$ cat config.mk
export PLATFORM = sky130hd
export DESIGN_NAME = pulse_interval_timer
export DESIGN_NICKNAME = d
export VERILOG_FILES = /design/src/rtl/pit_pkg.sv /design/src/rtl/pit_filter.sv /design/src/rtl/pit_counter.sv /design/src/rtl/pulse_interval_timer.sv
export SDC_FILE = /design/constraint.sdc
export NUM_CORES = 1
export LEC_CHECK = 0
export CORE_MARGIN = 10
export CORE_UTILIZATION = 52
export CTS_BUF_LIST = sky130_fd_sc_hd__clkbuf_8 sky130_fd_sc_hd__clkbuf_16
export CTS_CLUSTER_DIAMETER = 50
export DETAILED_ROUTE_END_ITERATION = 8
export PLACE_DENSITY = 0.84
export SYNTH_ARGS = -nofsm -noshare
export SYNTH_HDL_FRONTEND = slang
export SYNTH_HIERARCHICAL = 1
export SYNTH_SLANG_ARGS = --single-unit
$ cat constraint.sdc
create_clock -name clk -period 2.3 [get_ports clk]
set_input_delay 0.46 -clock clk [delete_from_list [all_inputs] [get_ports clk]]
set_output_delay 0.46 -clock clk [all_outputs]
set_load 0.02 [all_outputs]
$ cat src/rtl/pit_pkg.sv
package pit_pkg;

  typedef enum logic [1:0] {
    EDGE_OFF  = 2'b00,
    EDGE_RISE = 2'b01,
    EDGE_FALL = 2'b10,
    EDGE_ANY  = 2'b11
  } edge_mode_e;

  localparam int unsigned NUM_CH = 2;

endpackage

$ cat src/rtl/pit_filter.sv
module pit_filter #(
  parameter int unsigned STABLE = 3
) (
  input  logic clk,
  input  logic rst_n,
  input  logic din,
  output logic rise_p,
  output logic fall_p
);

  localparam int unsigned CW = (STABLE > 1) ? $clog2(STABLE) : 1;
  localparam logic [CW-1:0] LAST = CW'(STABLE - 1);

  logic [1:0]    sync_q;
  logic          filt_q, filt_d;
  logic [CW-1:0] run_q, run_d;
  logic          diff;

  assign diff = sync_q[1] ^ filt_q;

  // next state: count clocks in which the synchronised input disagrees
  always_comb begin
    filt_d = filt_q;
    run_d  = '0;
    rise_p = 1'b0;
    fall_p = 1'b0;
    if (diff) begin
      if (run_q == LAST) begin
        filt_d = sync_q[1];
        rise_p = sync_q[1];
        fall_p = ~sync_q[1];
      end else begin
        run_d = run_q + 1'b1;
      end
    end
  end

  always_ff @(posedge clk or negedge rst_n) begin
    if (!rst_n) begin
      sync_q <= '0;
      filt_q <= 1'b0;
      run_q  <= '0;
    end else begin
      sync_q <= {sync_q[0], din};
      filt_q <= filt_d;
      run_q  <= run_d;
    end
  end

  // an accepted change needs a fresh stable run, so pulses never touch
  a_r5_pulse_gap: assert property (@(posedge clk) disable iff (!rst_n)
    (rise_p || fall_p) |=> !(rise_p || fall_p));

  // an edge is only issued after the disagreement persisted
  a_r5_needs_history: assert property (@(posedge clk) disable iff (!rst_n)
    rise_p |-> $past(sync_q[1]));

endmodule

$ cat src/rtl/pit_counter.sv
module pit_counter #(
  parameter int unsigned W   = 16,
  parameter int unsigned NCH = 2
) (
  input  logic                  clk,
  input  logic                  rst_n,
  input  logic                  run,
  input  logic                  tick,
  input  logic [NCH-1:0]        cap_ev,
  output logic [NCH-1:0][W-1:0] cap_val,
  output logic [NCH-1:0]        cap_irq,
  output logic                  ovf_irq
);

  logic [W-1:0]          cnt_q, cnt_d;
  logic [NCH-1:0][W-1:0] capv_q, capv_d;
  logic [NCH-1:0]        irq_q, irq_d;
  logic                  ovf_q, ovf_d;
  logic                  at_top;

  assign at_top = (cnt_q == '1);

  always_comb begin
    cnt_d  = cnt_q;
    capv_d = capv_q;
    irq_d  = '0;
    ovf_d  = 1'b0;
    if (!run) begin
      cnt_d = '0;
    end else begin
      ovf_d = tick && at_top;
      if (|cap_ev) begin
        cnt_d = '0;
      end else if (tick) begin
        cnt_d = cnt_q + 1'b1;
      end
      for (int c = 0; c < NCH; c++) begin
        if (cap_ev[c]) begin
          capv_d[c] = cnt_q;
          irq_d[c]  = 1'b1;
        end
      end
    end
  end

  always_ff @(posedge clk or negedge rst_n) begin
    if (!rst_n) begin
      cnt_q  <= '0;
      capv_q <= '0;
      irq_q  <= '0;
      ovf_q  <= 1'b0;
    end else begin
      cnt_q  <= cnt_d;
      capv_q <= capv_d;
      irq_q  <= irq_d;
      ovf_q  <= ovf_d;
    end
  end

  assign cap_val = capv_q;
  assign cap_irq = irq_q;
  assign ovf_irq = ovf_q;

  // stopped timer stays cleared and silent
  a_r1_idle: assert property (@(posedge clk) disable iff (!rst_n)
    !run |=> (cnt_q == '0 && irq_q == '0 && !ovf_q));

  // capture registers only move on an interrupt
  a_r1_hold_caps: assert property (@(posedge clk) disable iff (!rst_n)
    (irq_q == '0) |-> $stable(capv_q));

  // every capture restarts the count
  a_r3_clear_on_cap: assert property (@(posedge clk) disable iff (!rst_n)
    (run && |cap_ev) |=> cnt_q == '0);

  // an overflow pulse always leaves the counter at zero
  a_r7_wrap_zero: assert property (@(posedge clk) disable iff (!rst_n)
    ovf_q |-> cnt_q == '0);

  // coincident capture and wrap keep both interrupts
  a_r8_cap_and_wrap: assert property (@(posedge clk) disable iff (!rst_n)
    (run && tick && at_top && |cap_ev) |=> (ovf_q && |irq_q));

endmodule

$ cat src/rtl/pulse_interval_timer.sv
module pulse_interval_timer #(
  parameter int unsigned CNT_W    = 16,
  parameter int unsigned FILT_LEN = 3
) (
  input  logic             clk,
  input  logic             rst_n,
  input  logic             enable,
  input  logic             ext_clk_sel,
  input  logic [1:0]       edge_sel0,
  input  logic [1:0]       edge_sel1,
  input  logic             cap_in0,
  input  logic             cap_in1,
  output logic [CNT_W-1:0] cap_val0,
  output logic [CNT_W-1:0] cap_val1,
  output logic             cap_irq0,
  output logic             cap_irq1,
  output logic             ovf_irq
);
  import pit_pkg::*;

  localparam int unsigned NCH = NUM_CH;

  logic [1:0]                rst_sync_q;
  logic                      rst_int_n;
  logic [NCH-1:0]            raw, rise, fall, hit, cap_ev, irq;
  edge_mode_e                mode [NCH];
  logic [NCH-1:0][CNT_W-1:0] capv;
  logic                      tick;

  // reset: assert at once, leave on a clock edge
  always_ff @(posedge clk or negedge rst_n) begin
    if (!rst_n) rst_sync_q <= '0;
    else        rst_sync_q <= {rst_sync_q[0], 1'b1};
  end
  assign rst_int_n = rst_sync_q[1];

  assign raw     = {cap_in1, cap_in0};
  assign mode[0] = edge_mode_e'(edge_sel0);
  assign mode[1] = edge_mode_e'(edge_sel1);

  for (genvar c = 0; c < NCH; c++) begin : g_ch
    localparam bit CLK_SRC = (c == 0);

    pit_filter #(.STABLE(FILT_LEN)) u_filt (
      .clk    (clk),
      .rst_n  (rst_int_n),
      .din    (raw[c]),
      .rise_p (rise[c]),
      .fall_p (fall[c])
    );

    always_comb begin
      unique case (mode[c])
        EDGE_RISE: hit[c] = rise[c];
        EDGE_FALL: hit[c] = fall[c];
        EDGE_ANY:  hit[c] = rise[c] | fall[c];
        default:   hit[c] = 1'b0;
      endcase
    end

    assign cap_ev[c] = enable & hit[c] & ~(CLK_SRC & ext_clk_sel);
  end

  assign tick = ext_clk_sel ? rise[0] : 1'b1;

  pit_counter #(.W(CNT_W), .NCH(NCH)) u_cnt (
    .clk     (clk),
    .rst_n   (rst_int_n),
    .run     (enable),
    .tick    (tick),
    .cap_ev  (cap_ev),
    .cap_val (capv),
    .cap_irq (irq),
    .ovf_irq (ovf_irq)
  );

  assign cap_val0 = capv[0];
  assign cap_val1 = capv[1];
  assign cap_irq0 = irq[0];
  assign cap_irq1 = irq[1];

  // input 0 is a count source only, never a trigger
  a_r6_no_cap0_ext: assert property (@(posedge clk) disable iff (!rst_int_n)
    (ext_clk_sel && $past(ext_clk_sel)) |-> !cap_irq0);

  // capture interrupts are single-cycle pulses
  a_r3_irq1_pulse: assert property (@(posedge clk) disable iff (!rst_int_n)
    cap_irq1 |=> !cap_irq1);

  // a switched-off channel raises nothing
  a_r4_off_silent: assert property (@(posedge clk) disable iff (!rst_int_n)
    (edge_sel1 == 2'b00) |=> !cap_irq1);

endmodule

# [Word-level counts from Yosys, hierarchy flattened]
# Index checks and enable logic that the tools add are counted.
[word_totals] regBits=63 input_bits=10 wordCells=63
[op_classes] n_addsub=3 eq_ne=10 muxes=22 n_bitwise=10 reduce_logical=6
[ops] operator="$mux 16" n=3
[ops] operator="$add 16x1->16 const B" n=1
[ops] operator="$eq 16x16->1 const B" n=1
[ops] operator="$eq 2x2->1 const B" n=6
[ops] operator="$mux 1" n=12
[ops] operator="$mux 2" n=5
[ops] operator="$reduce_and 2->1" n=4
[ops] operator="$pmux 1 s3" n=2
[ops] operator="$add 2x1->2 const B" n=2
[ops] operator="$eq 2x1->1 const B" n=2
[ops] operator="$and 1x1->1" n=3
[ops] operator="$ne 3x1->1 const B" n=1
[ops] operator="$not 1->1" n=3
[ops] operator="$or 1x1->1" n=2
[ops] operator="$reduce_or 2->1" n=1
[ops] operator="$xor 1x1->1" n=2
[ops] operator="$logic_and 1x1->1" n=1

# [Logic depth before layout (Yosys ltp)]
# Gate-level depths: netlist of run 1.
[logic_depth] ltp_word=10 depth_mapped=9 ltp_nobuf=8

# [By module]
# Netlist of run 1, hierarchy kept.
[modules_own_cells] module="pit_counter" n_inst=1 cells_per_inst=160 area_per_inst_um2=2069.5 seq_area_each_um2=1276.2
[modules_own_cells] module="pit_filter" n_inst=2 cells_per_inst=12 area_per_inst_um2=190.2 seq_area_each_um2=125.1
[modules_own_cells] module="pulse_interval_timer" n_inst=1 cells_per_inst=8 area_per_inst_um2=93.8 seq_area_each_um2=50.0

# [Worst setup path after synthesis of run 1]
# No wires, ideal clock.
[synth_timing] path_kind="register to register" from="register g_ch[0].u_filt.run_q[0]" to="register u_cnt.cnt_q[14]" setup_time_ps=78 arrival_time_ps=1916 t_required_ps=2222 slack_ps=306 stages_incl_launch_ff=10 path_buffers=2 cell_sequence="dfrtp_1 -> nand2b_4 -> nor3b_1 -> nand2b_1 -> buf_4 -> and4_1 -> buf_2 -> nand4_2 -> or3_1 -> a21oi_1"
[synth_lines] element="start, declared" line="pit_filter.sv:16" rtl="logic [CW-1:0] run_q, run_d;"
[synth_lines] element="start signal, assigned" line="pit_filter.sv:46" rtl="run_q <= run_d;"
[synth_lines] element="$eq 2x2->1" line="pit_filter.sv:28" rtl="if (run_q == LAST) begin"
[synth_lines] element="$mux 1" line="pit_filter.sv:28"
[synth_lines] element="$mux 1" line="pit_filter.sv:27" rtl="if (diff) begin"
[synth_lines] element="named net rise[0]" line="pulse_interval_timer.sv:25" rtl="logic [NCH-1:0] raw, rise, fall, hit, cap_ev, irq;"
[synth_lines] element="$mux 1" line="pulse_interval_timer.sv:64" rtl="assign tick = ext_clk_sel ? rise[0] : 1'b1;"
[synth_lines] element="named net tick" line="pulse_interval_timer.sv:28" rtl="logic tick;"
[synth_lines] element="$ne 3x1->1 (no source line)"
[synth_lines] element="end signal, assigned" line="pit_counter.sv:53" rtl="cnt_q <= cnt_d;"
[synth_lines] element="end, declared" line="pit_counter.sv:15" rtl="logic [W-1:0] cnt_q, cnt_d;"
# The timed path passes the listed nets, and every way through them passes these cells.
# A chain may end at the register's enable or synchronous reset.

# [Worst setup path in the final report of run 1]
# Ends and elaborated chain as after synthesis.

==> results of run 1 <==
==> metrics by stage <==
stage	power, mW	setup WS (ns)	hold slack [ns]
after global placement	1.540	0.1481	0.3328
after CTS	2.405	0.1249	0.2756
after global routing	2.487	0.009175	0.2821
after floorplan	1.459	0.3065	0.1644
after detailed placement	1.558	0.08984	0.3402
final	2.364	0.2053	0.2879
==> layout make-up <==
cell class / count / area (um2) / area share
clock buffer: 12 / 165.2 / 0.05065
clock inverter: 3 / 11.26 / 0.003454
multi-input combinational: 120 / 925.9 / 0.2840
inverter: 3 / 11.26 / 0.003454
sequential: 63 / 1578 / 0.4839
timing repair buffer: 50 / 485.5 / 0.1489
tap: 67 / 83.83 / 0.02571
==> power groups by stage <==
stage | Clock, mW | Combinational, mW | Sequential (mW)
finish | 0.834 | 0.268 | 1.26
detailed placement | 0 | 0.275 | 1.28
floorplan | 0 | 0.171 | 1.29
CTS | 0.866 | 0.274 | 1.26
global placement | 0 | 0.263 | 1.28
global route | 0.917 | 0.292 | 1.28
==> worst paths after layout <==
kind,cells past startpoint,endpoint,start
min in group clk,0,rst_sync_q[1]$_DFF_PN0_,rst_sync_q[0]$_DFF_PN0_
max,7,u_cnt/cnt_q[14]$_DFFE_PN0P_,g_ch[0].u_filt/run_q[0]$_DFF_PN0_
min reg2reg,0,rst_sync_q[1]$_DFF_PN0_,rst_sync_q[0]$_DFF_PN0_
min,1,rst_sync_q[0]$_DFF_PN0_,rst_n
max in group asynchronous,1,u_cnt/cap_val[28]$_DFFE_PN0P_,rst_sync_q[1]$_DFF_PN0_
max reg2reg,7,u_cnt/cnt_q[14]$_DFFE_PN0P_,g_ch[0].u_filt/run_q[0]$_DFF_PN0_
==> sequential cells by signal (all words and copies together) (netlist names) <==
register	flops
u_cnt/cnt_q	16
u_cnt/cap_val	32
g_ch.u_filt/sync_q	4
g_ch.u_filt/run_q	4
u_cnt/cap_irq	2
g_ch.u_filt/filt_q	2
rst_sync_q	2
u_cnt/ovf_irq	1
==> kinds of logic after synthesis <==
family / Yosys count
simple gates: 61
other cells: 1
mux: 33
buf+inv: 9
fa+ha+maj: 1
xor+xnor: 12
compound gates: 12
flops: 63
==> metal layers <==
layer	GRT usage	vias to the layer above	share of wire
met4	0.06366	0	0.017
li1	-	776	-
met2	0.2100	45	0.49
met5	0	-	0
met1	0.1429	789	0.42
met3	0.04489	8	0.074
==> cells in the mapped netlist, drive strengths merged <==
library cell / count
or4: 1
or2: 1
or3: 2
and4: 3
nor3b: 7
and2: 2
ha: 1
buf: 3
xnor2: 3
nand4: 5
and3: 2
a21oi: 4
inv: 3
nor3: 3
clkbuf: 3
conb: 1
nor2b: 1
a22oi: 2
a211o: 1
o31ai: 1
mux2: 32
mux2i: 1
nor2: 12
nand2: 13
nand3: 6
nand2b: 3
xor2: 9
dfrtp: 63
o21ai: 4
==> results.yml, run 1 <==
layout:
  drive_above_1_share: 0.2271
  final_common_cell: "dfrtp_1"
  diodes: 0
  fillCellCount: 352
  fin_nets: 258
  layout.cells.non_filler: 318
  post-route-util: 0.6903
  final_cell_area_mm2: 0.003261
  area_delta_synth_final_pct: 28.19
  final_cell_mix: "62 x dfrtp_1, 44 x clkdlybuf4s50_1, 30 x mux2_2"
floorplanning:
  die_y_um: 89.94
  rows: 25
  die_w_um: 89.94
  initial_core_util: 0.5385
  io_pins: 45
  core_mm2: 0.004723
  die-area_mm2: 0.008089
timing:
  slew_headroom: 0.4500
  fmax_mhz: 477.4
  fin_setup_tns_ns: 0
  hold_viol: 0
  grt_setup_unrepaired: "false"
  clock_skew_ns: 0.003777
  slew_viol_final: 0
  fin_crit_ns: 2.095
  setup_viol: 0
  period_share: 0.9107
  tightest_slew_ns: 0.8250
pwr:
  ir_drop_mv: 0.4753
  swShare: 0.2371
  clkPwrFrac: 0.353
  p_int_mw: 1.804
  p_leak_nw: 1.532
  power_frac_seq: 0.534
  powerDensity_mw_per_mm2: 725.1
  combPwrFrac: 0.113
  power.net_switching_mw: 0.5605
detailed_routing:
  wl_um: 4893
  drt_iter0_drc: 109
  firstDrtPassIters: 4
  dr_total_vias: 1618
  avgRoutedWirePerCell_um: 15.39
  postRouteAntennaNets: 0
  drc: 0
  vias_per_cell: 5.088
setup_path:
  critPathKind: "register to register"
  worstPathMaxFanout: 9
  cpPeakStageDelay_ns: 0.39
  cp-start-kind: "register"
  reg2reg_slack_ns: 0.21
  crit_family: "simple AND/OR/NAND/NOR gates"
  cp.required_ns: 2.55
  crit_path_cell_trace: "nand2b_4, nor3b_1, nand2b_1, and4_2, nand4_2, or3_1, a21oi_1"
  cp.arrival_ns: 2.34
  slowest_stage: "dfrtp_1"
  critical_path.endpoint_type: "register"
  critPathBufInv: 0
clock_network:
  cts_resized: 0
  ctsLongestPathBuffers: 2
  h-tree-depth: 3
  cts_sinks: 63
  cts_hold_buf: 0
  post-cts-setup-buffer-count: 0
  clockRootBuffer: "clkbuf_8"
  clock_latency_ns: 0.33
  cts_buffers: 9
  cts.clk_slew.worst_paths_ns: 0.06
  cts_tree: "built"
logic_synthesis:
  synth.distinct_cells: 36
  syn_area_mm2: 0.002544
  yosys_warnings: 6
  yosys.area_share.simple: 0.1392
  synth_seq_cells: 63
  synth-adder-area-share: 0.004919
  synthTopCellsByArea: "dfrtp_1 62%, mux2_2 13%, xor2_1 3.1%, nand2_1 1.8%, nor2_1 1.8%"
  synth_xor_area_frac: 0.04132
  synthMuxAreaShare: 0.1485
  synth_compound_area_frac: 0.02804
  netlist_instances: 192
  synth_top_area_frac: 0.6198
  synth_top_area_cell: "dfrtp_1"
  synth_top_family_by_area: "multiplexers"
  yosysSeqAreaShare: 0.6198
  synth_nets: 203
  synth_area_per_cell_um2: 13.25
global_routing:
  grt_pass1_wl_um: 8480
  grt-ovfl-total: 0
  grt_max_degree: 39
  grt_pass1_vias: 1788
  antenna_found_initial: 0
  grt_use_total: 0.1273
place:
  dp_cells: 303
  dpl_cell_area_mm2: 0.003083
  io_buffers: 44
  dp_hpwl_um: 3479
  gp_congestion: 0.8221
flow_run:
  cap_violations: 0
hold_path:
  holdCritPathClass: "input pin to async pin"
run_status:
  status: "completed"
(Power assumes the default switching activity.)
==> inputs of run 2 (changes only) <==
--- a/config.mk
+++ b/config.mk
@@ -5,13 +5,15 @@
 export SDC_FILE = /design/constraint.sdc
 export NUM_CORES = 1
 export LEC_CHECK = 0
+export CELL_PAD_IN_SITES_DETAIL_PLACEMENT = 1
+export CELL_PAD_IN_SITES_GLOBAL_PLACEMENT = 2
 export CORE_MARGIN = 10
-export CORE_UTILIZATION = 52
+export CORE_UTILIZATION = 35
 export CTS_BUF_LIST = sky130_fd_sc_hd__clkbuf_8 sky130_fd_sc_hd__clkbuf_16
 export CTS_CLUSTER_DIAMETER = 50
 export DETAILED_ROUTE_END_ITERATION = 8
-export PLACE_DENSITY = 0.84
+export PLACE_DENSITY = 0.83
+export SETUP_SLACK_MARGIN = 0.1
 export SYNTH_ARGS = -nofsm -noshare
 export SYNTH_HDL_FRONTEND = slang
-export SYNTH_HIERARCHICAL = 1
 export SYNTH_SLANG_ARGS = --single-unit
==> results.yml, run 2 <==
run_status:
  status: "completed"
setup_path:
  crit_family: "simple AND/OR/NAND/NOR gates"
  cp-start-kind: "input pin"
  r2r-start: "u_cnt.cnt_q[6]$_DFFE_PN0P_"
  crit_end: "u_cnt.cap_val[25]$_DFFE_PN0P_"
  crit_start: "edge_sel1[0]"
  crit_path_cell_trace: "clkdlybuf4s50_1, and3b_1, o21ai_0, or2_2, mux2_2"
  critPathKind: "input pin to register"
  critical_path.endpoint_type: "register"
  worstPathMaxFanout: 17
  r2r_end: "u_cnt.cnt_q[15]$_DFFE_PN0P_"
  critPathBufInv: 1
  cp.arrival_ns: 2.10
  cpPeakStageDelay_ns: 0.45
  cp_num_cells: 5
  reg2reg_slack_ns: 0.52
  slowest_stage: "or2_2"
  cp.required_ns: 2.51
  reg2reg_depth: 4
clock_network:
  cts_resized: 0
  post-cts-setup-buffer-count: 0
  clock_latency_ns: 0.33
  clockRootBuffer: "clkbuf_8"
  ctsLongestPathBuffers: 2
  cts_tree: "built"
  cts_buffers: 9
  cts.clk_slew.worst_paths_ns: 0.07
  cts_sinks: 63
  h-tree-depth: 3
  cts_hold_buf: 0
global_routing:
  grt_max_degree: 52
  grt_pass1_vias: 1871
  grt_pass1_wl_um: 9294
  antenna_found_initial: 0
  grt-ovfl-total: 0
  grt_use_total: 0.1010
timing:
  period_share: 0.8196
  grt_setup_unrepaired: "false"
  slew_viol_final: 0
  hold_viol: 0
  setup_viol: 0
  clock_skew_ns: 0.003576
  fin_setup_tns_ns: 0
  tightest_slew_ns: 0.4799
  fmax_mhz: 530.5
  slew_headroom: 0.6718
  fin_crit_ns: 1.885
  holdWs_ns: 0.1429
pwr:
  combPwrFrac: 0.108
  p_int_mw: 1.996
  power.net_switching_mw: 0.5924
  powerDensity_mw_per_mm2: 756.9
  p_leak_nw: 1.540
  swShare: 0.2289
  power_frac_seq: 0.484
  clkPwrFrac: 0.408
  ir_drop_mv: 0.4329
logic_synthesis:
  synth_nets: 212
  netlist_instances: 201
  ys_top_cells_by_count: "63 x dfrtp_1, 34 x mux2_2, 12 x nor2_1"
  synth_seq_cells: 63
  yosys_warnings: 0
  synthTopCellsByArea: "dfrtp_1 61%, mux2_2 15%, xnor2_1 2.7%, a21oi_1 1.9%, nor2_1 1.7%"
  yosysSeqAreaShare: 0.6066
  synth_top_area_cell: "dfrtp_1"
  syn_area_mm2: 0.002599
  synth_area_per_cell_um2: 12.93
  synth_top_area_frac: 0.6066
  synth_ff_type: "dfrtp_1"
  yosysMostFrequentCell: "dfrtp_1"
  synth.distinct_cells: 37
  synthArstFlopShare: 1.000
  synth_edf_count: 0
layout:
  largest_reg_flops: 32
  fin_nets: 268
  post-route-util: 0.4715
  final_common_cell: "dfrtp_1"
  area_delta_synth_final_pct: 31.58
  layout.cells.non_filler: 361
  final_cell_mix: "62 x dfrtp_1, 44 x clkdlybuf4s50_1, 34 x mux2_2, 12 x nor2_1"
  diodes: 0
  multiInputGateArea_um2: 934.6
  fillCellCount: 775
  register_area_mm2: 0.001578
  drive_above_1_share: 0.2290
flow_run:
  cap_violations: 0
floorplanning:
  io_pins: 45
  die-area_mm2: 0.01127
  rows: 31
  initial_core_util: 0.3583
  die_y_um: 106.2
  core_mm2: 0.007253
  die_w_um: 106.2
hold_path:
  holdCritPathClass: "register to async pin"
detailed_routing:
  drt_iter0_drc: 46
  avgRoutedWirePerCell_um: 15.34
  drc: 0
  vias_per_cell: 4.853
  dr_total_vias: 1752
  postRouteAntennaNets: 0
  firstDrtPassIters: 3
  wl_um: 5537
place:
  io_buffers: 44
  gp_congestion: 0.7759
  dp_cells: 345
  dp_hpwl_um: 4049
run 2: how the worst min path moves through the flow:
stage	to	slack, ns	depth (start not counted)
after floorplan	rst_sync_q[0]$_DFF_PN0_	0.16	0
after global placement	g_ch[0].u_filt.run_q[0]$_DFF_PN0_	0.14	0
after detailed placement	g_ch[0].u_filt.run_q[1]$_DFF_PN0_	0.15	0
after CTS	g_ch[0].u_filt.run_q[1]$_DFF_PN0_	0.16	0
after global routing	g_ch[0].u_filt.run_q[1]$_DFF_PN0_	0.17	0
final	g_ch[0].u_filt.run_q[0]$_DFF_PN0_	0.14	0
run 2: power by group through the flow:
stage	clock network, mW	logic (mW)	registers (mW)
final	1.06	0.280	1.25
after global routing	1.15	0.312	1.27
after CTS	1.09	0.287	1.25
after detailed placement	0	0.286	1.28
after global placement	0	0.279	1.27
after floorplan	0	0.156	1.29
run 2: cells by family (layout without fill, tap and decap cells):
group           Yosys count  in the layout  synth area share
compound gates           28             28           0.07078
xor+xnor                  8              8           0.02696
fa+ha+maj                 1              1          0.004814
buf+inv                  16             77           0.03370
flops                    63             63            0.6066
mux                      34             34            0.1473
other cells               1              1          0.001443
simple gates             50             50            0.1083
run 2: metal layers:
layer  share of wire  GRT usage  vias to the layer above
li1                -          -                      827
met1            0.46     0.1255                      877
met2            0.46     0.1550                       38
met3           0.053    0.03442                       10
met4           0.018    0.04642                        0
met5               0          0                        -
run 2: cell type report:
type                    instances  share of cell area
well taps                      99             0.03622
multi-input cells             122              0.2733
repair buffers                 52              0.1537
inverters                       9            0.009879
clock buffers                  11             0.04427
flip-flops and latches         63              0.4614
clock inverters                 5             0.02122
run 2: through the flow:
stage	power, mW	setup WS [ns]	instance area (um2)
floorplan	1.445	0.4160	2599
global placement	1.548	0.1104	3196
detailed placement	1.561	0.05084	3196
CTS	2.633	0.4075	3420
global route	2.727	0.3184	3420
finish	2.588	0.4150	3420
